## src/rtl/wdg_pkg.sv

```systemverilog
// Package: shared types for the watchdog supervisor.
// Assumes: nothing beyond IEEE 1800-2017.
package wdg_pkg;

    // Window selection as seen by the period counter.
    typedef enum logic {
        WD_SHORT = 1'b0,
        WD_LONG  = 1'b1
    } wd_mode_e;

    // Length in ticks of the longest window reachable through the select field.
    function automatic int max_window(input int long_base, input int tsel_w);
        return long_base << ((1 << tsel_w) - 1);
    endfunction

endpackage

```

## src/rtl/wdg_tick_gen.sv

```systemverilog
// Module: wdg_tick_gen
// Produces a one-clock tick every DIV clocks; all windows count these ticks.
// Assumes: DIV >= 1; with DIV == 1 the tick is permanently high.
module wdg_tick_gen #(
    parameter int DIV = 16
) (
    input  logic clk,
    input  logic rst_n,
    output logic tick_o
);
    generate
        if (DIV == 1) begin : g_every_clock
            logic unused_ok;
            assign unused_ok = clk ^ rst_n;
            assign tick_o    = 1'b1;
        end else begin : g_divider
            localparam int DW = $clog2(DIV);
            logic [DW-1:0] div_q;

            // Free-running divider; wraps after DIV clocks.
            always_ff @(posedge clk) begin
                if (!rst_n)                       div_q <= '0;
                else if (div_q == DW'(DIV - 1))   div_q <= '0;
                else                              div_q <= div_q + DW'(1);
            end

            assign tick_o = (div_q == DW'(DIV - 1));
        end
    endgenerate
endmodule

```

## src/rtl/wdg_sync.sv

```systemverilog
// Module: wdg_sync
// Multi-stage synchroniser for a bus of independent asynchronous bits.
// Assumes: each bit is sampled separately; no bus coherency is implied.
module wdg_sync #(
    parameter int W      = 1,
    parameter int STAGES = 2
) (
    input  logic         clk,
    input  logic         rst_n,
    input  logic [W-1:0] d_i,
    output logic [W-1:0] q_o
);
    logic [STAGES-1:0][W-1:0] chain_q;

    // Shift the inputs through STAGES flops, clearing to zero on reset.
    always_ff @(posedge clk) begin
        if (!rst_n) chain_q <= '0;
        else        chain_q <= {chain_q[STAGES-2:0], d_i};
    end

    assign q_o = chain_q[STAGES-1];
endmodule

```

## src/rtl/wdg_debounce.sv

```systemverilog
// Module: wdg_debounce
// Debounces one synchronised line on tick boundaries and flags each accepted change.
// Assumes: input already synchronised; the line rests low after reset.
module wdg_debounce #(
    parameter int DEB_TICKS = 4
) (
    input  logic clk,
    input  logic rst_n,
    input  logic tick_i,
    input  logic d_i,
    output logic change_o
);
    localparam int CW = $clog2(DEB_TICKS + 1);

    logic          cand_q;
    logic          stable_q;
    logic [CW-1:0] run_q;
    logic          settle;

    // The candidate has now been seen for DEB_TICKS ticks in a row.
    assign settle = tick_i && (d_i == cand_q) && (run_q == CW'(DEB_TICKS - 1));

    // Track the run length of the current candidate level.
    always_ff @(posedge clk) begin
        if (!rst_n) begin
            cand_q <= 1'b0;
            run_q  <= CW'(DEB_TICKS);
        end else if (tick_i) begin
            if (d_i != cand_q) begin
                cand_q <= d_i;
                run_q  <= CW'(1);
            end else if (run_q < CW'(DEB_TICKS)) begin
                run_q  <= run_q + CW'(1);
            end
        end
    end

    // Commit the settled level and flag a change for one clock.
    always_ff @(posedge clk) begin
        if (!rst_n) begin
            stable_q <= 1'b0;
            change_o <= 1'b0;
        end else begin
            change_o <= settle && (stable_q != cand_q);
            if (settle) stable_q <= cand_q;
        end
    end
endmodule

```

## src/rtl/wdg_period.sv

```systemverilog
// Module: wdg_period
// Counts ticks since the last restart and flags expiry of the selected window.
// Assumes: tsel is quasi-static; restart and hold have priority over expiry.
module wdg_period
    import wdg_pkg::*;
#(
    parameter int SHORT_TICKS = 64,
    parameter int LONG_BASE   = 256,
    parameter int TSEL_W      = 2
) (
    input  logic              clk,
    input  logic              rst_n,
    input  logic              tick_i,
    input  logic              restart_i,
    input  logic              hold_i,
    input  wd_mode_e          mode_i,
    input  logic [TSEL_W-1:0] tsel_i,
    output logic              expire_o
);
    localparam int LMAX = max_window(LONG_BASE, TSEL_W);
    localparam int CW   = $clog2(LMAX) + 1;

    logic [CW-1:0] cnt_q;
    logic [CW-1:0] lim;

    // Window length in ticks for the current selection.
    always_comb begin
        if (mode_i == WD_LONG) lim = CW'(LONG_BASE) << tsel_i;
        else                   lim = CW'(SHORT_TICKS);
    end

    // Last tick of the window passed without a restart.
    assign expire_o = tick_i && !hold_i && !restart_i && (cnt_q >= lim - CW'(1));

    // Tick counter, cleared by restart, hold or expiry.
    always_ff @(posedge clk) begin
        if (!rst_n)                              cnt_q <= '0;
        else if (hold_i || restart_i || expire_o) cnt_q <= '0;
        else if (tick_i)                         cnt_q <= cnt_q + CW'(1);
    end
endmodule

```

## src/rtl/wdg_ctrl.sv

```systemverilog
// Module: wdg_ctrl
// Generates the processor reset pulse and grants the peripheral enable.
// Assumes: expire and wake_hit are single-clock requests; pulse ignores new requests.
module wdg_ctrl #(
    parameter int RST_CYCLES = 16,
    parameter int GOOD_TRIGS = 3
) (
    input  logic clk,
    input  logic rst_n,
    input  logic trig_acc_i,
    input  logic expire_i,
    input  logic wake_hit_i,
    output logic pulse_o,
    output logic en_o
);
    localparam int PW = (RST_CYCLES > 1) ? $clog2(RST_CYCLES) : 1;
    localparam int GW = $clog2(GOOD_TRIGS + 1);

    logic [PW-1:0] left_q;
    logic [GW-1:0] good_q;

    // Reset pulse sequencing and trigger counting in priority order.
    always_ff @(posedge clk) begin
        if (!rst_n) begin
            pulse_o <= 1'b0;
            left_q  <= '0;
            good_q  <= '0;
            en_o    <= 1'b0;
        end else if (pulse_o) begin
            if (left_q == '0) pulse_o <= 1'b0;
            else              left_q  <= left_q - PW'(1);
            good_q <= '0;
            en_o   <= 1'b0;
        end else if (wake_hit_i || expire_i) begin
            pulse_o <= 1'b1;
            left_q  <= PW'(RST_CYCLES - 1);
            good_q  <= '0;
            en_o    <= 1'b0;
        end else if (trig_acc_i) begin
            if (good_q < GW'(GOOD_TRIGS)) good_q <= good_q + GW'(1);
            en_o <= (good_q >= GW'(GOOD_TRIGS - 1));
        end
    end
endmodule

```

## src/rtl/wdg_wake_supervisor.sv

```systemverilog
// Module: wdg_wake_supervisor (top)
// Watchdog with short/long windows, debounced wake-up reset and enable gating.
// Assumes: all data inputs are asynchronous except tsel_i, which is quasi-static.
module wdg_wake_supervisor
    import wdg_pkg::*;
#(
    parameter int N_WAKE      = 6,
    parameter int TICK_DIV    = 16,
    parameter int SHORT_TICKS = 64,
    parameter int LONG_BASE   = 256,
    parameter int TSEL_W      = 2,
    parameter int DEB_TICKS   = 4,
    parameter int RST_CYCLES  = 16,
    parameter int GOOD_TRIGS  = 3,
    parameter int SYNC_STAGES = 2
) (
    input  logic              clk,
    input  logic              rst_n,
    input  logic              trig_i,
    input  logic              mode_i,
    input  logic [TSEL_W-1:0] tsel_i,
    input  logic [N_WAKE-1:0] wake_i,
    output logic              proc_rst_o,
    output logic              periph_en_o
);
    localparam int SW = N_WAKE + 2;

    logic              tick;
    logic [SW-1:0]     sync_q;
    logic              trig_s;
    logic              trig_prev_q;
    logic              trig_acc;
    logic              mode_long;
    wd_mode_e          mode_sel;
    logic [N_WAKE-1:0] wake_edge;
    logic              wake_hit;
    logic              expire;

    wdg_tick_gen #(.DIV(TICK_DIV)) u_tick (
        .clk(clk), .rst_n(rst_n), .tick_o(tick)
    );

    wdg_sync #(.W(SW), .STAGES(SYNC_STAGES)) u_sync (
        .clk(clk), .rst_n(rst_n),
        .d_i({mode_i, trig_i, wake_i}),
        .q_o(sync_q)
    );

    assign trig_s    = sync_q[N_WAKE];
    assign mode_long = sync_q[N_WAKE+1];
    assign mode_sel  = mode_long ? WD_LONG : WD_SHORT;

    // Remember the previous synchronised trigger level for edge detection.
    always_ff @(posedge clk) begin
        if (!rst_n) trig_prev_q <= 1'b0;
        else        trig_prev_q <= trig_s;
    end

    assign trig_acc = trig_s && !trig_prev_q && !proc_rst_o;

    generate
        for (genvar i = 0; i < N_WAKE; i++) begin : g_wake
            wdg_debounce #(.DEB_TICKS(DEB_TICKS)) u_deb (
                .clk(clk), .rst_n(rst_n), .tick_i(tick),
                .d_i(sync_q[i]), .change_o(wake_edge[i])
            );
        end
    endgenerate

    assign wake_hit = mode_long && (|wake_edge);

    wdg_period #(
        .SHORT_TICKS(SHORT_TICKS), .LONG_BASE(LONG_BASE), .TSEL_W(TSEL_W)
    ) u_period (
        .clk(clk), .rst_n(rst_n), .tick_i(tick),
        .restart_i(trig_acc), .hold_i(proc_rst_o),
        .mode_i(mode_sel), .tsel_i(tsel_i), .expire_o(expire)
    );

    wdg_ctrl #(.RST_CYCLES(RST_CYCLES), .GOOD_TRIGS(GOOD_TRIGS)) u_ctrl (
        .clk(clk), .rst_n(rst_n),
        .trig_acc_i(trig_acc), .expire_i(expire), .wake_hit_i(wake_hit),
        .pulse_o(proc_rst_o), .en_o(periph_en_o)
    );
endmodule

```

## config.mk

```make
export PLATFORM = sky130hd
export DESIGN_NAME = wdg_wake_supervisor
export DESIGN_NICKNAME = d
export VERILOG_FILES = /design/src/rtl/wdg_pkg.sv /design/src/rtl/wdg_tick_gen.sv /design/src/rtl/wdg_sync.sv /design/src/rtl/wdg_debounce.sv /design/src/rtl/wdg_period.sv /design/src/rtl/wdg_ctrl.sv /design/src/rtl/wdg_wake_supervisor.sv
export SDC_FILE = /design/constraint.sdc
export NUM_CORES = 1
export LEC_CHECK = 0
export BUFFER_PORTS_ARGS = -buffer_cell sky130_fd_sc_hd__buf_2
export CAP_MARGIN = 0
export CORE_MARGIN = 2
export CORE_UTILIZATION = 35
export CTS_BUF_LIST = sky130_fd_sc_hd__clkbuf_16
export CTS_CLUSTER_SIZE = 25
export DETAILED_ROUTE_END_ITERATION = 10
export HOLD_SLACK_MARGIN = 0.02
export PLACE_DENSITY = 0.59
export RECOVER_POWER = 100
export SYNTH_ARGS = -nofsm -noshare
export SYNTH_HDL_FRONTEND = slang
export SYNTH_SLANG_ARGS = --single-unit
```

## constraint.sdc

```tcl
create_clock -name clk -period 2.1 [get_ports clk]
set_input_delay 0.42 -clock clk [delete_from_list [all_inputs] [get_ports clk]]
set_output_delay 0.42 -clock clk [all_outputs]
set_load 0.03 [all_outputs]
```

Word-level counts from Yosys, hierarchy flattened --
Index checks and enable logic that the tools add are counted.
Storage, ports and cells: bits of input ports 12, bits in registers 77, logic and storage cells 157
Cells by class: reduce and logical (&&, ||, !) cells 56, multiplexer cells 20, bitwise operators 1, shifts and indexed selects 1, equality and inequality tests 26, $add $sub $neg 11, magnitude comparators 9
Operators with widths (number):
- 2-to-1 mux 3 bit | 12
- AND reduction 2 bit | 14
- logical AND 1 bit | 24
- adder 3 x 1 -> 3 bit, second input constant | 6
- == test 3 x 2 -> 1 bit, second input constant | 6
- less-than comparator 3 bit, second input constant | 6
- nonzero test 2 bit | 7
- adder 12 x 1 -> 12 bit, second input constant | 1
- >= comparator 12 bit | 1
- 2-to-1 mux 12 bit | 1
- 2-to-1 mux 4 bit | 3
- inequality test 1 bit | 12
- << shifter 9 x 2 -> 12 bit, first input constant | 1
- subtractor 12 x 1 -> 12 bit, second input constant | 1
- == test 1 bit | 6
- OR reduction 6 bit | 1
- adder 4 x 1 -> 4 bit, second input constant | 1
- == test 4 bit, second input constant | 1
- logical NOT 4 bit | 1
- 2-to-1 mux 1 bit | 4
- OR reduction 2 bit | 2
- subtractor 4 x 1 -> 4 bit, second input constant | 1
- logical NOT 1 bit | 3
- logical OR 1 bit | 3
- other kinds (6) | 6

Logic depth before layout (Yosys ltp) --
Gate-level depths: netlist of the first run.
depth in word-level cells 9, mapped depth 7, depth with buffers taken out 6

Hierarchy --
Synthesis of the first run repeated with hierarchy kept, for this count alone.
Second synthesis, totals: cell total of the unflattened synthesis 378, area, all modules 3802.4 um^2
By module, submodules not included:
- wdg_debounce | times used 6, area each 310.3 um^2, cells each 32, seq. area each 120.1 um^2
- wdg_period | times used 1, area each 790.8 um^2, cells each 80, seq. area each 240.2 um^2
- wdg_sync | times used 1, area each 506.7 um^2, cells each 41, seq. area each 320.3 um^2
- wdg_ctrl | times used 1, area each 427.9 um^2, cells each 43, seq. area each 160.2 um^2
- wdg_tick_gen | times used 1, area each 165.2 um^2, cells each 17, seq. area each 80.1 um^2
- wdg_wake_supervisor | times used 1, area each 50.0 um^2, cells each 5, seq. area each 20.0 um^2

Least setup slack after synthesis of the first run --
No wires, ideal clock.
path type input -> register, from input port tsel_i[1], to register u_ctrl.pulse_o, path slack 0.166 ns, setup time 0.060 ns, cell stages on the path 6, arrival time 1.874 ns, cell sequence nand3_1 > ha_1 > nand2_1 > o21a_1 > o311ai_1 > o221a_2
Between the ends: cells in the longest elaborated chain, start to end 8
Ends and longest elaborated chain:
- start: declaration | RTL line wdg_wake_supervisor.sv:21 | input logic [TSEL_W-1:0] tsel_i,
- << shifter 9 x 2 -> 12 bit | RTL line wdg_period.sv:28 | if (mode_i == WD_LONG) lim = CW'(LONG_BASE) << tsel_i;
- 2-to-1 mux 12 bit | RTL line wdg_period.sv:28
- subtractor 12 x 1 -> 12 bit | RTL line wdg_period.sv:33 | assign expire_o = tick_i && !hold_i && !restart_i && (cnt_q >= lim - CW'(1));
- >= comparator 12 bit | RTL line wdg_period.sv:33
- logical AND 1 bit | RTL line wdg_period.sv:33
- logical OR 1 bit | RTL line wdg_ctrl.sv:34 | end else if (wake_hit_i || expire_i) begin
- 2-to-1 mux 1 bit | RTL line wdg_ctrl.sv:34
- 2-to-1 mux 1 bit | RTL line wdg_ctrl.sv:29 | end else if (pulse_o) begin
- end signal: assignment | RTL line wdg_ctrl.sv:25 | pulse_o <= 1'b0;
- end signal: assignment | RTL line wdg_ctrl.sv:30 | if (left_q == '0) pulse_o <= 1'b0;
- end signal: assignment | RTL line wdg_ctrl.sv:35 | pulse_o <= 1'b1;
- end: declaration | RTL line wdg_ctrl.sv:13 | output logic pulse_o,
Every way passes these cells. A chain may end at the register's enable or synchronous reset.

Final worst setup path of the first run --
from register g_wake[1].u_deb.change_o, to register u_ctrl.left_q[2]
Between the ends: cells in the longest elaborated chain, start to end 5
Ends and longest elaborated chain:
- start: declaration | RTL line wdg_debounce.sv:11 | output logic change_o
- start signal: assignment | RTL line wdg_debounce.sv:44 | change_o <= settle && (stable_q != cand_q);
- OR reduction 6 bit | RTL line wdg_wake_supervisor.sv:70 | assign wake_hit = mode_long && (|wake_edge);
- logical AND 1 bit | RTL line wdg_wake_supervisor.sv:70
- logical OR 1 bit | RTL line wdg_ctrl.sv:34
- nonzero test 2 bit (no line)
- AND reduction 2 bit (no line)
- end signal: assignment | RTL line wdg_ctrl.sv:31 | else left_q <= left_q - PW'(1);
- end signal: assignment | RTL line wdg_ctrl.sv:36 | left_q <= PW'(RST_CYCLES - 1);
- end: declaration | RTL line wdg_ctrl.sv:19 | logic [PW-1:0] left_q;
Every way passes these cells.

==> metrics, run 1 <==
run status finished, final reports clean; Final HPWL DP 4.22 mm; vias in the first global route 2455; switching share of power 19.3%; Net Sw Power 0.000638 W; clock network power share 52.1%; CP Capture Type register; worst hold path class primary input to register; # Post-CTS Setup Buffers 0; power share of the sequential group 45.3%; internal power 0.00267 W; Mapped Cells 372; chip height 104 um; total CTS buffers 9; slowest CP cell or4_1; final setup violating endpoints 0; aggregate global routing overflow 0; count leader, synth dfxtp_1; gp weighted congestion 0.764; Critical Path, Cell by Cell or4_1, o31ai_1, o311ai_0, clkbuf_2, o311a_1; Post-Syn Area 3480 um^2; crit path launch type register; die area 10800 um^2; Fillers 994; proportion of synthesized area in mux cells 2.30%; Post-Synth XOR/XNOR Area 5.79%; largest net degree at the start of global routing 37; DR pass1 iterations 4; clock buffer depth 2; RSZ-0062 raised after global routing false; placed standard-cell area 3710 um^2; crit-path max FO 8; CTS sink cnt 77; yosys warns 0; number of max-cap violations 0; post-DR wirelength/cell 11.8 um; library cells used by synthesis 41; final worst path period need 1.94 ns; cell area power density 823 nW/um^2; syn_area_per_cell 9.35 um^2; Ant. Diodes 0; synth cell count leaders dfxtp_1, nand2_1, o21ai_0; # H-tree levels 3; CTS Hold Buffers Added 0; CP arrival 2.15 ns; Post-Syn Nets 408; Clock Tree Root clkbuf_16; initial antenna violation count 0; fmax 516 MHz; Fin Clk Skew 0.00436 ns; CP peak stage delay 0.57 ns; Simple-Gate Fraction of Synth Area 21.3%; TNS Setup 0 ns; fin. max-slew vios 0; adder-cell share of the synthesized area 8.63%; worst-case vdd ir drop 0.371 mV; Post-DRT Antenna Nets 0; ranking of synthesized cells by area dfxtp_1, ha_1, and2_1, o21ai_0, nand2_1; sequential cell area 1540 um^2; post-CTS sizing 0; Starting Density 35.8%; fin area 4020 um^2; Iter 0 DRT Violations 85; Required @ worst endpoint 2.31 ns; Post-synth EDFFs 0; Combinational Power Share 2.5%; Yosys top cell area share 44.3%; kind of critical path register to register; Layout area overhead 15.5%; P_leak 1.65 nW; Die W 104 um; area of the multi-input gates 1820 um^2; # nets final 423; Remaining DRCs 0; share of cells above drive strength 1 8.67%; clk slew on worst S/H paths 0.06 ns; CTS tree built; first-pass GRT wire length 10.9 mm; Final Cycle Share 92.2%; clk_lat worst skew 0.33 ns; row count 36; # port buffers 13; GRT Overall Usage 12.2%; largest area contributor in the synthesized netlist dfxtp_1; I/O pins 14; largest family of logic cells by synthesized area simple AND/OR/NAND/NOR gates; Core ar. 9730 um^2; worst relative slew slack 41.0%; vias per inst 4.93; fraction of registers with async set/reset 0%; Routed WL 6.20 mm; final hold vios 0; ys flop type dfxtp_1; Synth Area in Compound Gates 14.2%; sequential share of the synthesized area 44.3%; Seq cells post-synth 77; actual slew at the worst max-slew pin 0.886 ns; via count 2590
[kinds of logic after synthesis]
logic type,after synthesis
DFF,77
and+or+nand+nor,134
AOI/OAI and AO/OA,75
other,1
adders and majority gates,24
buffers and inverters,30
muxes,8
xor gates and xnor gates,23
[critical path, delay by kind of cell, from the launching register on]
kind                   cells  cell delay [ns]
AO/OA/AOI/OAI              3             0.76
buffers and inverters      1             0.21
flip-flops                 1             0.30
AND/OR/NAND/NOR            1             0.57
[final timing paths]
check                                            from                            end  slack [ns]  depth (start not counted)
setup / recovery  g_wake[1].u_deb.change_o$_SDFF_PN0_  u_ctrl.left_q[2]$_SDFFE_PN0P_        0.16                          5
hold / removal                                 trig_i   u_sync.chain_q[6]$_SDFF_PN0_        0.30                          2
setup reg to reg  g_wake[1].u_deb.change_o$_SDFF_PN0_  u_ctrl.left_q[2]$_SDFFE_PN0P_        0.16                          5
hold reg to reg          u_sync.chain_q[1]$_SDFF_PN0_       u_sync.q_o[1]$_SDFF_PN0_        0.43                          1
[routing by layer]
layer | vias to the layer above | track usage, % | part of all wire (%)
li1 | 1339 | - | -
met1 | 1210 | 15.4 | 49
met2 | 30 | 20.0 | 46
met3 | 11 | 2.08 | 2.1
met4 | 0 | 6.37 | 2.3
met5 | - | 0 | 0
[layout make-up]
type | instances | share of cell area (%)
sequential | 77 | 38.4
multi-input combinational | 265 | 45.4
timing repair buffer | 20 | 2.55
tap | 133 | 4.14
clock inverter | 7 | 2.65
clock buffer | 9 | 5.61
inverter | 14 | 1.31
[per-stage QoR]
| step | utilization [%] | setup slack, ns | total power, W | hold slack (ns) | std cells |
|---|---|---|---|---|---|
| 6_report | 41.3 | 0.163 | 0.00331 | 0.295 | 525 |
| 5_1_grt | 41.3 | 0.0296 | 0.00342 | 0.297 | 525 |
| 4_1_cts | 41.6 | 0.134 | 0.00335 | 0.288 | 525 |
| 3_5_place_dp | 38.2 | 0.127 | 0.00162 | 0.419 | 509 |
| 3_3_place_gp | 38.2 | 0.197 | 0.00162 | 0.414 | 509 |
| 2_1_floorplan | - | 0.166 | 0.00159 | 0.412 | 372 |
[registers in the layout, summed over array words and instances, names as in the netlist]
| name | flops |
|---|---|
| u_sync.q_o | 8 |
| u_tick.g_divider.div_q | 4 |
| g_wake.u_deb.stable_q | 6 |
| u_sync.chain_q | 8 |
| trig_prev_q | 1 |
| g_wake.u_deb.cand_q | 6 |
| u_ctrl.left_q | 4 |
| g_wake.u_deb.change_o | 6 |
| u_ctrl.pulse_o | 1 |
| u_period.cnt_q | 12 |
| g_wake.u_deb.run_q | 18 |
| u_ctrl.good_q | 2 |
| u_ctrl.en_o | 1 |
[power groups by stage]
stage	clock, W	sequential, W	combinational (W)
after detailed placement	0	0.00153	0.0000902
after global placement	0	0.00153	0.0000874
after floorplan	0	0.00153	0.0000580
after CTS	0.00176	0.00150	0.0000904
final	0.00172	0.00150	0.0000839
after global routing	0.00182	0.00150	0.0000960
[cells in the final DEF (no fill, tap or decap), drive strengths merged, types with 2 or more instances in the layout]
cell type	count
a211oi	2
a21boi	12
a21o	6
a21oi	5
a22oi	6
and2	26
and3	14
and4	7
buf	13
bufinv	3
clkbuf	16
clkinv	2
dfxtp	77
ha	24
inv	16
mux2i	8
nand2	36
nand2b	2
nand3	7
nand4	3
nor2	5
nor2b	7
nor3	15
nor4	3
o211ai	3
o21a	2
o21ai	28
o311a	4
o31ai	3
or3	3
or4	2
xnor2	14
xor2	9
(Power assumes the default switching activity.)
==> run 2, diff against run 1 <==
Settings changed: CORE_MARGIN 2 to 4, RECOVER_POWER 100 to unset.
==> run 2 against run 1 <==
First-iteration DRC count shrank 19%. Final area shrank 0.78%. Clock-buffer cell count stayed put. Routed wire length down 0.35%. Maximum frequency up 0.61%. Clock skew is 0.0016 ns higher.
==> metrics, run 2 (synthesis results as in run 1) <==
post-CTS sizing 0 (unchanged); CTS tree built (unchanged); # port buffers 13 (unchanged); initial antenna violation count 0 (unchanged); # H-tree levels 3 (unchanged); met2 GRT Util 19.0% (was 20.0%); largest reg by FF count g_wake.u_deb.run_q (unchanged); Required @ worst endpoint 2.35 ns (was 2.31 ns); Worst R2R End u_period.cnt_q[11]$_SDFFE_PP0P_ (was u_ctrl.left_q[2]$_SDFFE_PN0P_); Clock Tree Root clkbuf_16 (unchanged); worst-case vdd ir drop 0.399 mV (was 0.371 mV); kind of critical path register to register (unchanged); worst r2r src u_tick.g_divider.div_q[0]$_SDFF_PP0_ (was g_wake[1].u_deb.change_o$_SDFF_PN0_); clock buffer depth 2 (unchanged); worst relative slew slack 62.3% (was 41.0%); RSZ-0062 raised after global routing false (unchanged); via count 2561 (was 2590); Die W 108 um (was 104 um); post-DR wirelength/cell 11.8 um (about the same); worst hold path class primary input to register (unchanged); number of max-cap violations 0 (unchanged); Hold Path Stages 2 (unchanged); Finished Core Util 41.0% (was 41.3%); Hold EP u_sync.chain_q[2]$_SDFF_PN0_ (was u_sync.chain_q[6]$_SDFF_PN0_); share of cells above drive strength 1 9.97% (was 8.67%); Starting Density 35.8% (unchanged); Final HPWL DP 4.25 mm (was 4.22 mm); final worst path period need 1.92 ns (was 1.94 ns); CTS Hold Buffers Added 0 (unchanged); reg2reg setup slack 0.18 ns (was 0.16 ns); max FFs per register 18 (unchanged); M1 GR Usage 15.1% (was 15.4%); CP arrival 2.17 ns (was 2.15 ns); final setup margin 0.175 ns (was 0.163 ns); Ant. Diodes 0 (unchanged); aggregate global routing overflow 0 (unchanged); largest net degree at the start of global routing 31 (was 37); Hold Startpoint wake_i[2] (was trig_i); actual slew at the worst max-slew pin 0.558 ns (was 0.886 ns); Iter 0 DRT Violations 69 (was 85); chip height 108 um (was 104 um); gp weighted congestion 0.736 (was 0.764); GRT Overall Usage 11.9% (was 12.2%); P_leak 1.64 nW (was 1.65 nW); non-filler cells, final 524 (was 525); total CTS buffers 9 (unchanged); fin. max-slew vios 0 (unchanged); fin area 3990 um^2 (was 4020 um^2); DP Worst Slack 0.142 ns (was 0.127 ns); clk_lat worst skew 0.33 ns (about the same); dpl cells 509 (unchanged); TNS Setup 0 ns (unchanged); GRT met3 Usage 2.52% (was 2.08%); DR pass1 iterations 4 (unchanged); row count 36 (unchanged); final setup violating endpoints 0 (unchanged); CP Capture Type register (unchanged); I/O pins 14 (unchanged); first-pass GRT wire length 11.2 mm (was 10.9 mm); crit path launch type register (unchanged); vias in the first global route 2439 (was 2455); cell area power density 765 nW/um^2 (was 823 nW/um^2); Layout area overhead 14.6% (was 15.5%); Top Usage Layer GRT met2 (unchanged); placed standard-cell area 3700 um^2 (was 3710 um^2); Routed WL 6.18 mm (was 6.20 mm); most frequent cells in the layout dfxtp_1, nand2_1, o21ai_0, and2_1, ha_1 (was dfxtp_1, nand2_1, o21ai_0, ha_1, and2_1); fmax 520 MHz (was 516 MHz); final hold vios 0 (unchanged); run status finished, final reports clean (unchanged); Core ar. 9730 um^2 (unchanged); Fin Clk Skew 0.00598 ns (was 0.00436 ns); Final Cycle Share 91.7% (was 92.2%); crit-path max FO 5 (was 8); largest registers g_wake.u_deb.run_q (18), u_period.cnt_q (12) (unchanged); commonest non-fill, non-tap cell in the layout dfxtp_1 (unchanged); worst r2r path cells 5 (unchanged); Fillers 976 (was 994); vias per inst 4.89 (was 4.93); clk slew on worst S/H paths 0.06 ns (about the same); # nets final 423 (unchanged); # Post-CTS Setup Buffers 0 (unchanged); Post-DRT Antenna Nets 0 (unchanged); Remaining DRCs 0 (unchanged); CTS sink cnt 77 (unchanged); die area 11600 um^2 (was 10800 um^2)
==> run 2: changes by cell type in the layout (fill, tap and decap cells not counted), moves of 2 or more <==
cell	before	now
and2_0	7	0
and2_1	19	26
buf_2	10	13
buf_4	3	7
bufinv_16	3	1
clkbuf_1	4	0
clkbuf_2	3	0
inv_1	16	14
==> run 2: worst max-delay path: stages (launching register included) <==
cell and delay (ns):
dfxtp_1 0.37, ha_2 0.25, nand3_2 0.10, or3_1 0.43, or4_1 0.47, a211oi_1 0.22
==> run 2: routing by layer <==
layer / up-vias / share of wire, %
met4: 0 / 2.2
met5: - / 0
met3: 9 / 1.8
met1: 1197 / 49
met2: 19 / 48
li1: 1336 / -
==> run 2: area by class of cell <==
type | count | area, um^2 | area share [%]
clock buffer | 9 | 225 | 5.65
clock inverter | 6 | 55.1 | 1.38
inverter | 14 | 52.6 | 1.32
multi-input combinational | 265 | 1830 | 45.8
sequential | 77 | 1540 | 38.7
tap | 133 | 166 | 4.18
timing repair buffer | 20 | 118 | 2.95
==> run 2: where the power goes <==
group	leakage (nW)	switching [W]	internal, W	total, W
logic	0.879	0.0000458	0.0000412	0.0000871
registers	0.625	0.0000150	0.00148	0.00150
clock network	0.136	0.000563	0.000900	0.00146
==> run 2: how the worst max path moves through the flow <==
stage | endpoint | slack, ns | cells after the start | start
3_3_place_gp | u_period.cnt_q[11]$_SDFFE_PP0P_ | 0.17 | 8 | tsel_i[1]
5_1_grt | u_period.cnt_q[11]$_SDFFE_PP0P_ | 0.03 | 5 | u_tick.g_divider.div_q[0]$_SDFF_PP0_
4_1_cts | u_period.cnt_q[0]$_SDFFE_PP0P_ | 0.14 | 7 | u_sync.q_o[7]$_SDFF_PN0_
6_report | u_period.cnt_q[11]$_SDFFE_PP0P_ | 0.18 | 5 | u_tick.g_divider.div_q[0]$_SDFF_PP0_
3_5_place_dp | u_period.cnt_q[11]$_SDFFE_PP0P_ | 0.14 | 5 | u_tick.g_divider.div_q[0]$_SDFF_PP0_
2_1_floorplan | u_ctrl.pulse_o$_SDFF_PN0_ | 0.17 | 6 | tsel_i[1]
==> run 2: stage by stage <==
step	hold slack, ns	total power [W]
after floorplan	0.412	0.00159
after global placement	0.415	0.00162
after detailed placement	0.419	0.00162
after CTS	0.285	0.00310
after global routing	0.290	0.00319
final	0.295	0.00305
